File: src/rtl/pmux_pkg.sv
package pmux_pkg;
  localparam int ADDR_W = 4;

  typedef enum logic [ADDR_W-1:0] {
    REG_OWN = 4'd0,
    REG_OUT = 4'd1,
    REG_OE  = 4'd2,
    REG_PU  = 4'd3,
    REG_PD  = 4'd4,
    REG_OD  = 4'd5,
    REG_SLO = 4'd6,
    REG_SHI = 4'd7,
    REG_PAD = 4'd8
  } pmux_reg_e;

  typedef enum logic [1:0] {
    FN_A = 2'b00,
    FN_B = 2'b01,
    FN_C = 2'b10,
    FN_D = 2'b11
  } pmux_fn_e;
endpackage

File: src/rtl/pmux_sync.sv
module pmux_sync #(
  parameter int W = 1,
  parameter int STAGES = 2,
  parameter logic [W-1:0] RST_VAL = '0
) (
  input  logic         clk,
  input  logic         rst_n,
  input  logic [W-1:0] d,
  output logic [W-1:0] q
);
  logic [STAGES-1:0][W-1:0] st_q, st_d;

  always_comb begin
    st_d[0] = d;
    for (int k = 1; k < STAGES; k++) st_d[k] = st_q[k-1];
  end

  always_ff @(posedge clk or negedge rst_n) begin
    if (!rst_n) st_q <= {STAGES{RST_VAL}};
    else        st_q <= st_d;
  end

  assign q = st_q[STAGES-1];
endmodule

File: src/rtl/pmux_setclr_reg.sv
module pmux_setclr_reg #(
  parameter int W = 32,
  parameter logic [W-1:0] RST_VAL = '0,
  parameter bit PLAIN = 1'b0
) (
  input  logic         clk,
  input  logic         rst_n,
  input  logic         we,
  input  logic [W-1:0] set,
  input  logic [W-1:0] clr,
  output logic [W-1:0] q
);
  logic [W-1:0] q_d;

  always_comb begin
    if (PLAIN) q_d = set;
    else       q_d = (q | set) & ~clr;
  end

  always_ff @(posedge clk or negedge rst_n) begin
    if (!rst_n)  q <= RST_VAL;
    else if (we) q <= q_d;
  end

  generate
    if (!PLAIN) begin : g_chk
      AST_CLR_WINS: assert property (@(posedge clk) disable iff (!rst_n)
        (we && (|(set & clr))) |=> ((q & $past(set & clr)) == '0))
        else $error("clear did not win over set");
    end
  endgenerate
endmodule

File: src/rtl/pmux_pin_mux.sv
module pmux_pin_mux
  import pmux_pkg::*;
#(
  parameter int NPINS = 32
) (
  input  logic [NPINS-1:0] own,
  input  logic [NPINS-1:0] gp_val,
  input  logic [NPINS-1:0] gp_oe,
  input  logic [NPINS-1:0] od,
  input  logic [NPINS-1:0] sel_lo,
  input  logic [NPINS-1:0] sel_hi,
  input  logic [NPINS-1:0] fa_val,
  input  logic [NPINS-1:0] fa_oe,
  input  logic [NPINS-1:0] fb_val,
  input  logic [NPINS-1:0] fb_oe,
  input  logic [NPINS-1:0] fc_val,
  input  logic [NPINS-1:0] fc_oe,
  input  logic [NPINS-1:0] fd_val,
  input  logic [NPINS-1:0] fd_oe,
  output logic [NPINS-1:0] drv_val,
  output logic [NPINS-1:0] drv_oe
);
  generate
    for (genvar i = 0; i < NPINS; i++) begin : g_pin
      logic per_val, per_oe, src_val, src_oe;

      always_comb begin
        unique case (pmux_fn_e'({sel_hi[i], sel_lo[i]}))
          FN_A:    begin per_val = fa_val[i]; per_oe = fa_oe[i]; end
          FN_B:    begin per_val = fb_val[i]; per_oe = fb_oe[i]; end
          FN_C:    begin per_val = fc_val[i]; per_oe = fc_oe[i]; end
          default: begin per_val = fd_val[i]; per_oe = fd_oe[i]; end
        endcase
      end

      assign src_val = own[i] ? gp_val[i] : per_val;
      assign src_oe  = own[i] ? gp_oe[i]  : per_oe;

      assign drv_val[i] = od[i] ? 1'b0 : src_val;
      assign drv_oe[i]  = od[i] ? (src_oe & ~src_val) : src_oe;
    end
  endgenerate
endmodule

File: src/rtl/pmux_bank.sv
module pmux_bank
  import pmux_pkg::*;
#(
  parameter int NPINS = 32,
  parameter int SYNC_STAGES = 2
) (
  input  logic                 clk,
  input  logic                 rst_n,
  input  logic                 wr_en,
  input  logic [ADDR_W-1:0]    wr_addr,
  input  logic [NPINS-1:0]     wr_set,
  input  logic [NPINS-1:0]     wr_clr,
  input  logic [ADDR_W-1:0]    rd_addr,
  output logic [NPINS-1:0]     rd_data,
  input  logic [NPINS-1:0]     pad_in,
  input  logic [NPINS-1:0]     fn_a_val,
  input  logic [NPINS-1:0]     fn_a_oe,
  input  logic [NPINS-1:0]     fn_b_val,
  input  logic [NPINS-1:0]     fn_b_oe,
  input  logic [NPINS-1:0]     fn_c_val,
  input  logic [NPINS-1:0]     fn_c_oe,
  input  logic [NPINS-1:0]     fn_d_val,
  input  logic [NPINS-1:0]     fn_d_oe,
  output logic [NPINS-1:0]     pad_out,
  output logic [NPINS-1:0]     pad_oe,
  output logic [NPINS-1:0]     pad_pu,
  output logic [NPINS-1:0]     pad_pd
);
  localparam logic [NPINS-1:0] ALL1 = {NPINS{1'b1}};
  localparam logic [NPINS-1:0] ALL0 = '0;

  logic rst_q;
  logic own_we, out_we, oe_we, od_we, slo_we, shi_we, pu_we, pd_we;
  logic [NPINS-1:0] pu_set, pu_clr, pd_set, pd_clr;
  logic [NPINS-1:0] own_q, out_q, oe_q, od_q, slo_q, shi_q, pu_q, pd_q, pad_q;

  pmux_sync #(.W(1), .STAGES(2), .RST_VAL(1'b0)) u_rst (
    .clk(clk), .rst_n(rst_n), .d(1'b1), .q(rst_q));

  pmux_sync #(.W(NPINS), .STAGES(SYNC_STAGES), .RST_VAL(ALL0)) u_pad (
    .clk(clk), .rst_n(rst_q), .d(pad_in), .q(pad_q));

  always_comb begin
    own_we = wr_en && (wr_addr == REG_OWN);
    out_we = wr_en && (wr_addr == REG_OUT);
    oe_we  = wr_en && (wr_addr == REG_OE);
    od_we  = wr_en && (wr_addr == REG_OD);
    slo_we = wr_en && (wr_addr == REG_SLO);
    shi_we = wr_en && (wr_addr == REG_SHI);
    pu_we  = wr_en && ((wr_addr == REG_PU) || (wr_addr == REG_PD));
    pd_we  = pu_we;
    if (wr_addr == REG_PU) begin
      pu_set = wr_set;  pu_clr = wr_clr;
      pd_set = ALL0;    pd_clr = wr_set;
    end else begin
      pu_set = ALL0;    pu_clr = wr_set;
      pd_set = wr_set;  pd_clr = wr_clr;
    end
  end

  pmux_setclr_reg #(.W(NPINS), .RST_VAL(ALL1)) u_own (
    .clk(clk), .rst_n(rst_q), .we(own_we), .set(wr_set), .clr(wr_clr), .q(own_q));
  pmux_setclr_reg #(.W(NPINS), .RST_VAL(ALL0)) u_out (
    .clk(clk), .rst_n(rst_q), .we(out_we), .set(wr_set), .clr(wr_clr), .q(out_q));
  pmux_setclr_reg #(.W(NPINS), .RST_VAL(ALL0)) u_oe (
    .clk(clk), .rst_n(rst_q), .we(oe_we), .set(wr_set), .clr(wr_clr), .q(oe_q));
  pmux_setclr_reg #(.W(NPINS), .RST_VAL(ALL0)) u_od (
    .clk(clk), .rst_n(rst_q), .we(od_we), .set(wr_set), .clr(wr_clr), .q(od_q));
  pmux_setclr_reg #(.W(NPINS), .RST_VAL(ALL1)) u_pu (
    .clk(clk), .rst_n(rst_q), .we(pu_we), .set(pu_set), .clr(pu_clr), .q(pu_q));
  pmux_setclr_reg #(.W(NPINS), .RST_VAL(ALL0)) u_pd (
    .clk(clk), .rst_n(rst_q), .we(pd_we), .set(pd_set), .clr(pd_clr), .q(pd_q));
  pmux_setclr_reg #(.W(NPINS), .RST_VAL(ALL0), .PLAIN(1'b1)) u_slo (
    .clk(clk), .rst_n(rst_q), .we(slo_we), .set(wr_set), .clr(wr_clr), .q(slo_q));
  pmux_setclr_reg #(.W(NPINS), .RST_VAL(ALL0), .PLAIN(1'b1)) u_shi (
    .clk(clk), .rst_n(rst_q), .we(shi_we), .set(wr_set), .clr(wr_clr), .q(shi_q));

  pmux_pin_mux #(.NPINS(NPINS)) u_mux (
    .own(own_q), .gp_val(out_q), .gp_oe(oe_q), .od(od_q),
    .sel_lo(slo_q), .sel_hi(shi_q),
    .fa_val(fn_a_val), .fa_oe(fn_a_oe), .fb_val(fn_b_val), .fb_oe(fn_b_oe),
    .fc_val(fn_c_val), .fc_oe(fn_c_oe), .fd_val(fn_d_val), .fd_oe(fn_d_oe),
    .drv_val(pad_out), .drv_oe(pad_oe));

  assign pad_pu = pu_q;
  assign pad_pd = pd_q;

  always_comb begin
    case (rd_addr)
      REG_OWN: rd_data = own_q;
      REG_OUT: rd_data = out_q;
      REG_OE:  rd_data = oe_q;
      REG_PU:  rd_data = pu_q;
      REG_PD:  rd_data = pd_q;
      REG_OD:  rd_data = od_q;
      REG_SLO: rd_data = slo_q;
      REG_SHI: rd_data = shi_q;
      REG_PAD: rd_data = pad_q;
      default: rd_data = ALL0;
    endcase
  end

  AST_PULL_EXCL: assert property (@(posedge clk) disable iff (!rst_q)
    ((pad_pu & pad_pd) == '0))
    else $error("pull-up and pull-down both on");

  AST_OD_NO_HIGH: assert property (@(posedge clk) disable iff (!rst_q)
    ((od_q & pad_oe & pad_out) == '0))
    else $error("open-drain pin driving high");

  AST_OWN_STABLE: assert property (@(posedge clk) disable iff (!rst_q)
    !(wr_en && (wr_addr == REG_OWN)) |=> $stable(own_q))
    else $error("ownership moved without its write");

  AST_SEL_STABLE: assert property (@(posedge clk) disable iff (!rst_q)
    !(wr_en && ((wr_addr == REG_SLO) || (wr_addr == REG_SHI)))
      |=> ($stable(slo_q) && $stable(shi_q)))
    else $error("select moved without its write");
endmodule

File: config.mk
export PLATFORM = sky130hd
export DESIGN_NAME = pmux_bank
export DESIGN_NICKNAME = d
export VERILOG_FILES = /design/src/rtl/pmux_pkg.sv /design/src/rtl/pmux_sync.sv /design/src/rtl/pmux_setclr_reg.sv /design/src/rtl/pmux_pin_mux.sv /design/src/rtl/pmux_bank.sv
export SDC_FILE = /design/constraint.sdc
export NUM_CORES = 1
export LEC_CHECK = 0
export BUFFER_PORTS_ARGS = -buffer_cell sky130_fd_sc_hd__buf_4
export CAP_MARGIN = 40
export CELL_PAD_IN_SITES_DETAIL_PLACEMENT = 0
export CELL_PAD_IN_SITES_GLOBAL_PLACEMENT = 2
export CORE_MARGIN = 2
export CORE_UTILIZATION = 32
export DETAILED_ROUTE_END_ITERATION = 8
export PLACE_DENSITY_LB_ADDON = 0.1
export REMOVE_ABC_BUFFERS = 1
export SLEW_MARGIN = 40
export SYNTH_ARGS = -nofsm -noshare
export SYNTH_HDL_FRONTEND = slang
export SYNTH_SLANG_ARGS = --single-unit
File: constraint.sdc
create_clock -name clk -period 12.3 [get_ports clk]
set_clock_uncertainty 0.2 [all_clocks]
set_input_delay 0 -clock clk [delete_from_list [all_inputs] [get_ports clk]]
set_output_delay 0 -clock clk [all_outputs]
set_load 0.05 [all_outputs]
Yosys cells after proc, flatten, opt, wreduce, memory -nomap -nowiden:

Cells that the tools add are included.

* reductions and logical operators: 42
* bitwise logic cells: 79
* mux-type cells: 197
* eq/ne operators: 79

Operator list (number)
* $pmux W32 S9: 1
* $and A32 B32 Y32: 6
* $or A32 B32 Y32: 6
* $pmux W1 S3: 64
* $mux W1: 128
* $mux W32: 4
* $not A32 Y32: 3
* $eq A2 B1 Y1 const B: 32
* $eq A2 B2 Y1 const B: 32
* $logic_not A2 Y1: 32
* $and A1 B1 Y1: 32
* $eq A4 B3 Y1 const B: 8
* $not A1 Y1: 32
* $eq A4 B2 Y1 const B: 4
* $eq A4 B1 Y1 const B: 2
* $logic_not A4 Y1: 2
* $logic_and A1 B1 Y1: 7
* $eq A4 B4 Y1 const B: 1
* $logic_or A1 B1 Y1: 1

* output and inout bits: 160
* bits of input ports: 363
* register bits: 322
* word-level logic and storage cells: 409

Longest topological paths before layout:

* word-level depth: 6
* mapped depth: 7
* gate-level depth less buffers: 4

By module:

A second synthesis with hierarchy kept.

* cells, all modules: 1612
* area total of the unflattened synthesis: 19840.3 um^2

By module, submodules not included
* pmux_setclr_reg (u_od ...): cells each 103, sequential area each 800.8 um^2, times used 4, area an instance 1438.9 um^2
* pmux_bank: cells each 536, sequential area each 0.0 um^2, times used 1, area an instance 4022.6 um^2
* pmux_setclr_reg (u_own ...): cells each 103, sequential area each 840.8 um^2, times used 2, area an instance 1478.9 um^2
* pmux_pin_mux: cells each 256, sequential area each 0.0 um^2, times used 1, area an instance 2762.6 um^2
* pmux_setclr_reg (u_shi ...): cells each 68, sequential area each 800.8 um^2, times used 2, area an instance 1345.0 um^2
* pmux_sync (u_pad): cells each 64, sequential area each 1601.5 um^2, times used 1, area an instance 1601.5 um^2
* pmux_sync (u_rst): cells each 2, sequential area each 50.0 um^2, times used 1, area an instance 50.0 um^2

Worst setup path before layout:

No wires, ideal clock.

* kind: input to output
* from: input rd_addr[1]
* to: output rd_data[28]
* required time: 12100 ps
* setup slack: 9575 ps
* stages: 4
* path buffers: 2
* arrival: 2525 ps
* path through: buf_2 > or3_1 > clkbuf_1 > o311ai_0

* longest elaborated chain between the ends: 2
* elaborated cells on any way between the ends: 10
* classes of those cells: eq/ne: 8; mux: 1; reduce/logical: 1

Ends and longest elaborated chain
* start, declared: RTL line pmux_bank.sv:13 `input logic [ADDR_W-1:0] rd_addr,`
* $eq A4 B4 Y1, or another cell as far along: RTL line pmux_bank.sv:89 `case (rd_addr)`
* $pmux W32 S9 (*): RTL line pmux_bank.sv:89
* end, declared: RTL line pmux_bank.sv:14 `output logic [NPINS-1:0] rd_data,`

Every way passes the cells marked *; elsewhere a longest branch is shown, timed or not.

Worst setup path after layout:

* from: input rd_addr[2]
* to: output rd_data[28]

Same word-level chain as after synthesis.

==> results by group <==
Status
  • Status: completed

Route
  • DR WL/cell: 24.9 microns
  • Starting DRT DRC Count: ~1000
  • Post-DRT Antenna Nets: 0
  • Via count: roughly 16000
  • WL final: approximately 70 mm
  • Vias per Instance: approximately 5.5
  • Router iterations before antenna repair: 5
  • DRC Markers: 0

Clocking
  • Number of buffers created by CTS: 38
  • CTS tree: yes
  • # resized after CTS: 0
  • Setup repair bufs after CTS: 0
  • H-tree depth: 2
  • Root buffer cell: clkbuf_16
  • Clock Tree Buf Depth: 3
  • Clk sinks: 322
  • Clock latency on the worst-skew pair: ~0.55 ns
  • Reg clk slew, reported paths: about 0.06 ns
  • Post-CTS Hold Fix Bufs: ~200

Critical path
  • Crit Path Max Fanout: 38
  • CP Launch Type: input port
  • Kind of critical path: input port to output port
  • Crit-path cells: buf_4 -> buf_4 -> nor2b_4 -> a22o_1 -> a222oi_1 -> o311ai_0 -> buf_4
  • Most used cell, CP: buf_4
  • Worst Setup End Kind: output port
  • Worst path slowest cell: nor2b_4
  • Reg2reg setup slack: roughly 9.9 ns
  • Critical path's largest stage delay: roughly 0.85 ns
  • Arrival time worst endpoint: around 2.8 ns
  • Worst endpoint required time: around 12 ns

Synth
  • Yosys top cell area share: 39.3%
  • Area contributors post-synth: dfrtp_1, a21oi_1, dfstp_2
  • Yosys cell types: 45
  • Sequential share of the synthesized area: 49.5%
  • EDFF count, synth: 0
  • Synth Flop Type: dfrtp_1
  • Post-synth top area cell: dfrtp_1
  • Synth warn: 0
  • Register bit total from synthesis: ~320
  • Mean Syn Cell Area: approximately 11 sq um
  • Post-synth ARST share: between 90% and 100%
  • Netlist Area Pre-Place: around 16000 sq um
  • Post-Syn Instances: between 1000 and 1500

STA
  • RSZ-0062 raised after global routing: false
  • Post-route setup slack: around 9.3 ns
  • Setup_tns: 0 ns
  • Fmax: roughly 330 MHz
  • Hold Violations, Final: 0
  • Final setup vio count: 0
  • Max-slew violations: 0
  • Min Clock Period, post-route: ~3 ns
  • Worst slew pin tran: between 0.8 and 0.9 ns
  • Final period utilization: between 20% and 30%
  • Max-slew headroom: approximately 41%

Power and ir drop
  • NetSw: roughly 1.6 mW
  • Cell Int Power: 2.61 mW
  • Peak supply drop: ~88 uV
  • Flop pwr share: between 30% and 40%
  • PD cells: 175 nW/um^2
  • Static Leak: between 10 and 15 nW
  • Clock share of power: 25.7%
  • Sw Share: roughly two fifths
  • Comb pwr share: a little under two fifths

Placement
  • Pre-CTS WS: 9.32 ns
  • Routability congestion estimate from global placement: ~0.8
  • I/O Buffers: about 520
  • Hpwl dp: 48.0 mm

Layout
  • FF+latch area: 8140 sq um
  • Fill cells: just under 5000
  • Area Overhead vs Synth: 47.6%
  • Area of the multi-input gates: 7840 sq um
  • Share of cells above drive strength 1: 38.5%
  • # nets final: between 2000 and 2500

Global routing
  • First-pass GRT wire length: ~100 mm
  • Total GRT Usage: a little over a quarter
  • Largest net degree at the start of global routing: 97
  • Grt total ovfl: 0
  • Number of global-route vias before repair: around 16000
  • Antenna violations before repair: 2

Run
  • Maximum Capacitance Violations: 0

Floorplanning
  • Core Area: between 50000 and 60000 sq um
  • Num rows: 83
  • Die width: roughly 230 microns
  • Die height: 231 microns
  • Num ports: 523
  • Initial Util: between 30% and 40%
  • Die Footprint: roughly 53000 sq um

Worst hold path
  • Min-delay worst type: input port to flip-flop
cells by family after synthesis:
family | after synthesis | share of synthesized area [%]
AO/OA/AOI/OAI | 549 | 20.5
buffers and inverters | 129 | 3.32
flip-flops | 322 | 49.5
multiplexers | 240 | 20.2
other | 1 | 0.0228
AND/OR/NAND/NOR | 212 | 6.41
layout by cell type, fill, tap and decap left out, types with 8 or more instances in the layout:
cell	count
buf_4	539
nor2_1	85
a221oi_1	71
mux2i_1	96
o22a_1	10
dfstp_2	64
dfrtp_1	257
mux2_2	78
mux4_2	66
o211ai_1	10
clkbuf_8	11
a22o_1	21
o21ai_0	8
nand2_1	29
nor2b_1	35
clkbuf_1	16
a22oi_1	45
a21oi_1	348
dlygate4sd3_1	204
nand3_1	9
clkbuf_16	39
layer usage:
| layer | track usage (%) | part of all wire, % | vias up | wire length (microns) |
|---|---|---|---|---|
| met5 | 0 | 0.017 | - | 12 |
| met4 | 7.72 | 2.3 | 2 | 1620 |
| met3 | 4.25 | 5.7 | 96 | 3990 |
| met2 | 44.0 | 49 | 569 | 34700 |
| met1 | 34.3 | 43 | 7924 | 30200 |
| li1 | - | - | 6926 | - |
cells in the mapped netlist, drive strengths merged, types with 5 or more instances:
cell type	instances
a22o	21
nor2b	39
clkbuf	70
nand4	6
a221oi	71
mux2i	96
a31oi	7
o22ai	5
nand2	29
a21oi	348
and3	7
o22a	10
mux4	66
mux2	78
buf	53
dfrtp	258
nor2	94
o32ai	5
o221ai	5
o21ai	8
a22oi	45
dfstp	64
nor3b	7
inv	6
nand3	9
o211ai	10
area by class of cell:
cell class,count,area share (%)
antenna,1,0.0103
clock buffer,65,4.83
clock inverter,2,0.0567
inverter,6,0.0928
multi-input combinational,1002,32.3
sequential,322,33.5
tap,680,3.50
timing repair buffer,752,25.7
final timing paths:
check,cells past startpoint,endpoint,start
worst max-delay path,7,rd_data[28],rd_addr[2]
worst max register to register,3,u_out.q[28]$_DFFE_PN0P_,u_rst.q$_DFF_PN0_
min in group asynchronous,0,u_shi.q[6]$_DFFE_PN0P_,u_rst.q$_DFF_PN0_
max in group asynchronous,3,u_out.q[28]$_DFFE_PN0P_,u_rst.q$_DFF_PN0_
worst min register to register,0,u_shi.q[6]$_DFFE_PN0P_,u_rst.q$_DFF_PN0_
worst min-delay path,3,u_od.q[3]$_DFFE_PN0P_,wr_clr[3]
metrics by stage:
stage	cell area (sq um)	hold WS, ns	std cells	power, mW	utilization [%]
4_1_cts	24300	0.00215	2829	4.28	47.5
3_3_place_gp	20900	-0.411	2554	3.08	41.0
6_report	24300	0.0274	2830	4.25	47.5
2_1_floorplan	15900	-0.496	1330	2.50	-
3_5_place_dp	21000	-0.409	2558	3.10	41.2
5_1_grt	24300	0.0341	2829	4.45	47.5
power by group through the flow:
stage / logic, mW / clock network (mW) / registers [mW]
2_1_floorplan: 0.840 / 0 / 1.66
3_3_place_gp: 1.50 / 0 / 1.59
3_5_place_dp: 1.51 / 0 / 1.58
4_1_cts: 1.60 / 1.12 / 1.57
5_1_grt: 1.69 / 1.16 / 1.60
6_report: 1.59 / 1.09 / 1.57
worst max-delay path: cells and delay by family:
family / cells / cell delay (ns)
AO/OA/AOI/OAI: 3 / 0.58
AND/OR/NAND/NOR: 1 / 0.85
buffers and inverters: 3 / 1.33
No activity file was read; power rests on OpenSTA's default activity.
